**src/rtl/tally_pkg.sv**
```systemverilog
package tally_pkg;
   // Decoded action for one clock edge
   typedef enum logic [1:0] {
      ACT_NONE = 2'd0,
      ACT_PASS = 2'd1,
      ACT_FAIL = 2'd2
   } tally_act_t;
endpackage

```
**src/rtl/tally_sat_counter.sv**
```systemverilog
module tally_sat_counter #(
   parameter int W = 3
) (
   input  logic         clk,
   input  logic         rst,
   input  logic         bump,
   output logic [W-1:0] value
);
   localparam logic [W-1:0] TOP = {W{1'b1}};

   if (W < 1) begin : g_bad_width
      $error("tally_sat_counter: W must be at least 1");
   end

   logic [W-1:0] cnt_q;

   always_ff @(posedge clk) begin
      if (rst)                       cnt_q <= '0;
      else if (bump && cnt_q != TOP) cnt_q <= cnt_q + 1'b1;
   end

   assign value = cnt_q;

   p_stays_at_top_r5: assert property (@(posedge clk) disable iff (rst)
      (cnt_q == TOP) |=> (cnt_q == TOP));
   p_step_one_r2: assert property (@(posedge clk) disable iff (rst)
      (bump && cnt_q != TOP) |=> (cnt_q == $past(cnt_q) + 1'b1));
   p_hold_idle_r4: assert property (@(posedge clk) disable iff (rst)
      (!bump) |=> $stable(cnt_q));
endmodule

```
**src/rtl/tally_mag_cmp.sv**
```systemverilog
module tally_mag_cmp #(
   parameter int W = 3
) (
   input  logic [W-1:0] lhs,
   input  logic [W-1:0] rhs,
   output logic         lhs_gt
);
   // Ripple from MSB: gt_c[i] / eq_c[i] describe bits above i-1
   logic [W:0] gt_c;
   logic [W:0] eq_c;

   assign gt_c[W] = 1'b0;
   assign eq_c[W] = 1'b1;

   for (genvar i = W - 1; i >= 0; i--) begin : g_bit
      assign gt_c[i] = gt_c[i+1] | (eq_c[i+1] & lhs[i] & ~rhs[i]);
      assign eq_c[i] = eq_c[i+1] & ~(lhs[i] ^ rhs[i]);
   end

   assign lhs_gt = gt_c[0];
endmodule

```
**src/rtl/tally_lock_ctl.sv**
```systemverilog
module tally_lock_ctl
   import tally_pkg::*;
(
   input  logic clk,
   input  logic rst,
   input  logic fail_gt,
   input  logic att_valid,
   input  logic att_pass,
   output logic bump_pass,
   output logic bump_fail,
   output logic locked,
   output logic pass_seen
);
   logic       lock_q;
   logic       seen_q;
   logic       freeze;
   tally_act_t act;

   assign freeze = lock_q | fail_gt;

   always_comb begin
      if (!att_valid || freeze) act = ACT_NONE;
      else if (att_pass)        act = ACT_PASS;
      else                      act = ACT_FAIL;
   end

   assign bump_pass = (act == ACT_PASS);
   assign bump_fail = (act == ACT_FAIL);

   always_ff @(posedge clk) begin
      if (rst) begin
         lock_q <= 1'b0;
         seen_q <= 1'b0;
      end else begin
         lock_q <= lock_q | fail_gt;
         seen_q <= (act == ACT_PASS);
      end
   end

   assign locked    = lock_q;
   assign pass_seen = seen_q;

   p_lock_sticky_r7: assert property (@(posedge clk) disable iff (rst)
      lock_q |=> lock_q);
   p_one_bump_r4: assert property (@(posedge clk) disable iff (rst)
      !(bump_pass && bump_fail));
   p_seen_needs_pass_r9: assert property (@(posedge clk) disable iff (rst)
      seen_q |-> $past(att_valid && att_pass && !lock_q));
endmodule

```
**src/rtl/outcome_tally_lock.sv**
```systemverilog
module outcome_tally_lock #(
   parameter int CNT_W = 3
) (
   input  logic             clk,
   input  logic             rst,
   input  logic             att_valid,
   input  logic             att_pass,
   output logic [CNT_W-1:0] pass_cnt,
   output logic [CNT_W-1:0] fail_cnt,
   output logic             locked,
   output logic             pass_seen
);
   if (CNT_W < 1 || CNT_W > 16) begin : g_bad_cnt_w
      $error("outcome_tally_lock: CNT_W must be within 1..16");
   end

   logic bump_pass;
   logic bump_fail;
   logic fail_gt;

   tally_sat_counter #(.W(CNT_W)) u_pass_ctr (
      .clk(clk), .rst(rst), .bump(bump_pass), .value(pass_cnt));

   tally_sat_counter #(.W(CNT_W)) u_fail_ctr (
      .clk(clk), .rst(rst), .bump(bump_fail), .value(fail_cnt));

   tally_mag_cmp #(.W(CNT_W)) u_cmp (
      .lhs(fail_cnt), .rhs(pass_cnt), .lhs_gt(fail_gt));

   tally_lock_ctl u_ctl (
      .clk(clk), .rst(rst), .fail_gt(fail_gt),
      .att_valid(att_valid), .att_pass(att_pass),
      .bump_pass(bump_pass), .bump_fail(bump_fail),
      .locked(locked), .pass_seen(pass_seen));

   p_cmp_matches_r6: assert property (@(posedge clk) disable iff (rst)
      fail_gt == (fail_cnt > pass_cnt));
   p_lock_has_cause_r6: assert property (@(posedge clk) disable iff (rst)
      $rose(locked) |-> $past(fail_cnt > pass_cnt));
   p_frozen_counts_r7: assert property (@(posedge clk) disable iff (rst)
      locked |=> ($stable(pass_cnt) && $stable(fail_cnt)));
   p_idle_no_change_r4: assert property (@(posedge clk) disable iff (rst)
      !att_valid |=> ($stable(pass_cnt) && $stable(fail_cnt)));
endmodule

```
**config.mk**
```make
export PLATFORM = sky130hd
export DESIGN_NAME = outcome_tally_lock
export DESIGN_NICKNAME = d
export VERILOG_FILES = /design/src/rtl/tally_pkg.sv /design/src/rtl/tally_sat_counter.sv /design/src/rtl/tally_mag_cmp.sv /design/src/rtl/tally_lock_ctl.sv /design/src/rtl/outcome_tally_lock.sv
export SDC_FILE = /design/constraint.sdc
export NUM_CORES = 1
export LEC_CHECK = 0
export BUFFER_PORTS_ARGS = -buffer_cell sky130_fd_sc_hd__buf_2
export CORE_AREA = 2 2 39 41
export CTS_BUF_LIST = sky130_fd_sc_hd__clkbuf_16
export DETAILED_ROUTE_END_ITERATION = 6
export DIE_AREA = 0 0 41 43
export GPL_ROUTABILITY_DRIVEN = 0
export PLACE_DENSITY_LB_ADDON = 0.15
export SLEW_MARGIN = 0
export SYNTH_ARGS = -nofsm -noshare
export SYNTH_HDL_FRONTEND = slang
export SYNTH_SLANG_ARGS = --single-unit
```
**constraint.sdc**
```tcl
create_clock -name clk -period 1.9 [get_ports clk]
set_input_delay 0.285 -clock clk [delete_from_list [all_inputs] [get_ports clk]]
set_output_delay 0.285 -clock clk [all_outputs]
set_load 0.01 [all_outputs]
```
## Word-level counts from Yosys, hierarchy flattened

Cells that the tools add are included.

| word-level totals | value |
|---|---|
| flip-flop bits (word level) | 8 |
| logic and storage cells | 32 |
| memories kept | 0 |
| bits in latches | 0 |
| ROM bits | 0 |
| memory bits (writable) | 0 |

| cells by class | value |
|---|---|
| shift-type cells | 0 |
| $mul | 0 |
| $lt $le $gt $ge | 0 |
| div/mod/pow operators | 0 |
| muxes and demuxes | 2 |
| equality and inequality tests | 4 |
| reduce and logical (&&, ||, !) cells | 4 |
| bitwise operators | 16 |
| $add $sub $neg | 2 |

Operators with widths:

| kind | number |
|---|---|
| 3-bit by 1-bit adder with 3-bit output, second input constant | 2 |
| 1-bit AND | 6 |
| 3-bit != test, second input constant | 2 |
| 1-bit inverter | 5 |
| 2-bit two-way mux | 2 |
| 1-bit OR | 3 |
| 2-bit by 1-bit == test with 1-bit output, second input constant | 1 |
| 2-bit == test, second input constant | 1 |
| 1-bit logical AND | 2 |
| 1-bit XOR | 2 |
| 1-bit zero test | 1 |
| 1-bit logical OR | 1 |

## Logic depth before layout (Yosys ltp)

| depth | value |
|---|---|
| word-level depth | 11 |
| gate-level depth with buffers | 6 |
| mapped depth without buffers | 6 |

## Hierarchy

From an unflattened synthesis, not the netlist that was laid out.

| second synthesis, totals | value |
|---|---|
| cell total of the unflattened synthesis | 43 |
| area, all modules | 459.2 um^2 |

Modules (own cells, without submodules):

| module | instances | seq. area each (um^2) | cells each | area an instance (um^2) |
|---|---|---|---|---|
| tally_sat_counter | 2 | 60.1 | 15 | 168.9 |
| tally_lock_ctl | 1 | 40.0 | 7 | 73.8 |
| tally_mag_cmp | 1 | 0.0 | 6 | 47.5 |

## Least setup slack after synthesis

No wires, ideal clock.

| timing | value |
|---|---|
| path kind | register to register |
| from | reg u_pass_ctr.cnt_q[0], in the netlist u_pass_ctr.value[0] |
| to | reg u_pass_ctr.cnt_q[0], in the netlist u_pass_ctr.value[0] |
| stages on the path, launching flop included | 7 |
| arrival | 1.481 ns |
| data required time | 1.833 ns |
| library setup time | 0.067 ns |
| path buffers | 0 |
| slack | 0.352 ns |
| path through | dfxtp_1 -> ha_1 -> ha_1 -> and3b_1 -> nand3_1 -> or3b_1 -> a21oi_2 |

| between the ends | value |
|---|---|
| word-level cells in the longest chain between the ends | 8 |
| elaborated cells between the ends (all ways) | 10 |
| those cells by class | 1 x add/sub; 2 x eq/ne; 1 x mux; 4 x bitwise; 2 x reduce/logical |

RTL lines:

| what | line | RTL |
|---|---|---|
| from (decl) | tally_sat_counter.sv:15 | `logic [W-1:0] cnt_q;` |
| from (signal assigned) | tally_sat_counter.sv:19 | `else if (bump && cnt_q != TOP) cnt_q <= cnt_q + 1'b1;` |
| 1-bit inverter | tally_mag_cmp.sv:16 | `assign gt_c[i] = gt_c[i+1] \| (eq_c[i+1] & lhs[i] & ~rhs[i]);` |
| 1-bit AND | tally_mag_cmp.sv:16 |  |
| 1-bit OR | tally_mag_cmp.sv:16 |  |
| 1-bit OR | tally_lock_ctl.sv:19 | `assign freeze = lock_q \| fail_gt;` |
| 1-bit logical OR | tally_lock_ctl.sv:22 | `if (!att_valid \|\| freeze) act = ACT_NONE;` |
| 2-bit two-way mux | tally_lock_ctl.sv:22 |  |
| 2-bit by 1-bit == test with 1-bit output | tally_lock_ctl.sv:27 | `assign bump_pass = (act == ACT_PASS);` |
| 1-bit logical AND | tally_sat_counter.sv:19 |  |

Several ways; a longest one is shown, not always the timed one.
A chain may end at the register's enable or synchronous reset.

## Worst setup path in the final report

Ends and elaborated chain as after synthesis.

==> out/qor.log <==
qor: routing.wl 869 um
qor: synth.synth_seq_area_share 0.351
qor: global_route.busiest_layer met2
qor: timing.final-setup-viol-count 0
qor: final_layout.n_antenna_cell 0
qor: timing.setup_tns 0 ns
qor: run.max_cap_violations 0
qor: synth.ys_types 23
qor: power_and_ir_drop.power.density 1010 nW/um^2
qor: timing.whs 0.298 ns
qor: clocking.cts_hold_repair.buffers 0
qor: synth.synth_largest_area_cell sky130_fd_sc_hd__dfxtp_1
qor: timing.slew_viol_final 0
qor: power_and_ir_drop.vdd_drop_max 412 uV
qor: timing.minimum_clock_period_after_layout 1.60 ns
qor: power_and_ir_drop.power.net_switching 128 uW
qor: global_route.globalRouteTotalUtil 0.134
qor: place.dpl.hpwl 660 um
qor: clocking.clock_tree.root_cell sky130_fd_sc_hd__clkbuf_16
qor: worst_hold_path.type_of_the_worst_min_delay_path input pin to flop
qor: final_layout.syn_to_final_growth 32.1%
qor: routing.vias 364
qor: timing.timing.clock.skew 0.00111 ns
qor: clocking.post_cts_resize_count 0
qor: floorplanning.num_rows 14
qor: final_layout.layout-drive-gt1-share 0.322
qor: setup_path.setup.worst_path.start u_pass_ctr.value[0]$_SDFFE_PP0P_
qor: global_route.globalRoute.totalOverflow 0
qor: final_layout.finalNetCount 70
qor: power_and_ir_drop.sequential_group_share_of_total_power 0.309
qor: timing.clock.fmax 625 MHz
qor: floorplanning.die_y 43 um
qor: power_and_ir_drop.comb_power_share 0.108
qor: final_layout.fill_cells 145
qor: clocking.clkLatencyLatePin 0.23 ns
qor: routing.detail-route-antenna-nets 0
qor: global_route.grt_max_degree 13
qor: setup_path.worstPathMaxFanout 7
qor: status.run_status complete, no violations
qor: synth.yosys_warnings 0
qor: timing.layout_worst_path_cycle_share 0.842
qor: routing.routed_via_density 4.85
qor: setup_path.critical_path_capture_point_type flop
qor: synth.syn_avg_cell_area 9.93 sq um
qor: setup_path.arrival_time_at_the_worst_endpoint 1.77 ns
qor: clocking.tritoncts done
qor: timing.worst_slew_pin_slew 0.233 ns
qor: timing.rsz0062_at_grt false
qor: global_route.grt.met2_usage 0.200
qor: global_route.first_global_vias 366
qor: routing.drtIter0Drc 3
qor: floorplanning.die_area 1760 sq um
qor: power_and_ir_drop.p_int 482 uW
qor: global_route.grt_first_pass_wirelength 1510 um
qor: place.port_buffers 11
qor: timing.timing.final.hold_violations 0
qor: routing.remaining_drc_errors 0
qor: setup_path.rr_startpoint u_pass_ctr.value[0]$_SDFFE_PP0P_
qor: floorplanning.start_util 0.330
qor: setup_path.timing_worst_setup_path_type flop to flop
qor: setup_path.crit_required 2.07 ns
qor: synth.synth_largest_type_area_fraction 0.351
qor: clocking.cts.htree.levels 1
qor: worst_hold_path.hold_start att_valid
qor: global_route.grt.met3_usage 0.0524
qor: synth.synth.cell_area 457 sq um
qor: power_and_ir_drop.netSwitchingFraction 0.210
qor: setup_path.worst_setup_path_start_kind flop
qor: floorplanning.die_width 41 um
qor: clocking.clkSlewWorstSetupHoldPaths 0.04 ns
qor: synth.total_nets_after_synthesis 55
qor: power_and_ir_drop.static-leakage-power 0.277 nW
qor: global_route.met1_usage 0.141
qor: routing.routedWlPerCell 11.6 um
qor: synth.synthTopCellsByArea sky130_fd_sc_hd__dfxtp_1, sky130_fd_sc_hd__ha_1, sky130_fd_sc_hd__nand2b_1, sky130_fd_sc_hd__mux2i_1, sky130_fd_sc_hd__a211oi_2
qor: power_and_ir_drop.p_clk_frac 0.583
qor: synth.synth.ff_latch_count 8
qor: timing.worst_slew_margin_rel 0.844
qor: clocking.cts_buffer_depth 2
qor: floorplanning.i_o_pin_count 12
qor: synth.post_synthesis_instance_total 46
qor: clocking.clock_sink_count 8
qor: power_and_ir_drop.p_total 610 uW
qor: clocking.total_cts_buffers 3
qor: floorplanning.core 1380 sq um
qor: clocking.cts_setup_buffers 0
qor: global_route.grt_antenna_before_repair 0
qor: routing.firstDrtPassIters 4
-- synth_stat cells --
library cell               instances
sky130_fd_sc_hd__inv_1             2
sky130_fd_sc_hd__and2_1            1
sky130_fd_sc_hd__o21ai_0           1
sky130_fd_sc_hd__nand2_1           2
sky130_fd_sc_hd__nor2b_1           1
sky130_fd_sc_hd__clkbuf_1          1
sky130_fd_sc_hd__and3b_1           1
sky130_fd_sc_hd__nor2_2            1
sky130_fd_sc_hd__mux2i_1           4
sky130_fd_sc_hd__ha_1              5
sky130_fd_sc_hd__a211oi_2          1
sky130_fd_sc_hd__nor3b_1           1
sky130_fd_sc_hd__dfxtp_1           8
sky130_fd_sc_hd__o211a_1           1
sky130_fd_sc_hd__nor3_1            1
sky130_fd_sc_hd__nand3_1           1
sky130_fd_sc_hd__a21oi_2           1
sky130_fd_sc_hd__a21oi_1           1
sky130_fd_sc_hd__nand3b_1          1
sky130_fd_sc_hd__o211ai_2          1
sky130_fd_sc_hd__nand2b_1          8
sky130_fd_sc_hd__or3b_1            1
sky130_fd_sc_hd__o211a_2           1
-- critical path, cell delays in order (launching register included) --
cell and delay, ns:
sky130_fd_sc_hd__dfxtp_1 0.36, sky130_fd_sc_hd__ha_1 0.22, sky130_fd_sc_hd__ha_1 0.18, sky130_fd_sc_hd__and3b_1 0.23
sky130_fd_sc_hd__nand3_1 0.08, sky130_fd_sc_hd__or3b_1 0.37, sky130_fd_sc_hd__a21oi_2 0.11
-- cells by family (layout without fill, tap and decap cells) --
logic type	Yosys count	in the layout	synth area share
fa+ha+maj	5	5	0.137
mux	4	4	0.0877
buf+inv	3	16	0.0247
flops	8	8	0.351
simple gates	19	19	0.260
compound gates	7	7	0.140
-- per-layer routing --
metal	share of wire	wire [um]
met5	0	0
met4	0.030	26
met3	0.071	62
met2	0.47	405
met1	0.43	375
-- sequential cells by signal (all words and copies together) (netlist names) --
signal            cells
u_ctl.pass_seen       1
u_fail_ctr.value      3
u_pass_ctr.value      3
u_ctl.locked          1
-- metrics by stage --
stage          setup slack (ns)  std cells  instance area [sq um]  utilization
2_1_floorplan             0.352         46                    457            -
5_1_grt                   0.167         75                    603        0.436
6_report                  0.300         75                    603        0.436
4_1_cts                   0.276         75                    603        0.436
3_5_place_dp              0.283         72                    528        0.382
3_3_place_gp              0.300         72                    528        0.382
-- layout make-up --
| type | instances | area, sq um | area share |
|---|---|---|---|
| multi-input cells | 35 | 285 | 0.473 |
| flip-flops and latches | 8 | 160 | 0.266 |
| clock buffers | 3 | 75.1 | 0.124 |
| repair buffers | 11 | 55.1 | 0.0913 |
| well taps | 16 | 20.0 | 0.0332 |
| inverters | 2 | 7.51 | 0.0124 |
-- path summary, 6_finish.rpt --
check                                      to  slack (ns)  depth (start not counted)
min                u_ctl.pass_seen$_SDFF_PP0_        0.30                          3
max          u_pass_ctr.value[0]$_SDFFE_PP0P_        0.30                          6
max reg2reg  u_pass_ctr.value[0]$_SDFFE_PP0P_        0.30                          6
min reg2reg  u_pass_ctr.value[1]$_SDFFE_PP0P_        0.51                          2
-- power by group through the flow --
stage	combinational [mW]	sequential, mW	clock (mW)
finish	0.0660	0.188	0.356
global route	0.0753	0.190	0.376
CTS	0.0673	0.189	0.364
detailed placement	0.0668	0.191	0
global placement	0.0668	0.191	0
floorplan	0.0432	0.194	0
-- placed cells by master (no fill, tap or decap) --
cell                         n
sky130_fd_sc_hd__nor2_2      1
sky130_fd_sc_hd__inv_1       2
sky130_fd_sc_hd__and3b_1     1
sky130_fd_sc_hd__nor3b_1     1
sky130_fd_sc_hd__o211a_1     1
sky130_fd_sc_hd__a21oi_2     1
sky130_fd_sc_hd__clkbuf_16   3
sky130_fd_sc_hd__o21ai_0     1
sky130_fd_sc_hd__o211ai_2    1
sky130_fd_sc_hd__a21oi_1     1
sky130_fd_sc_hd__o211a_2     1
sky130_fd_sc_hd__a211oi_2    1
sky130_fd_sc_hd__mux2i_1     4
sky130_fd_sc_hd__nor2b_1     1
sky130_fd_sc_hd__or3b_1      1
sky130_fd_sc_hd__nand2_1     2
sky130_fd_sc_hd__nand3b_1    1
sky130_fd_sc_hd__nand3_1     1
sky130_fd_sc_hd__buf_2      11
sky130_fd_sc_hd__dfxtp_1     8
sky130_fd_sc_hd__nand2b_1    8
sky130_fd_sc_hd__nor3_1      1
sky130_fd_sc_hd__and2_1      1
sky130_fd_sc_hd__ha_1        5
No activity file was read; power rests on OpenSTA's default activity.
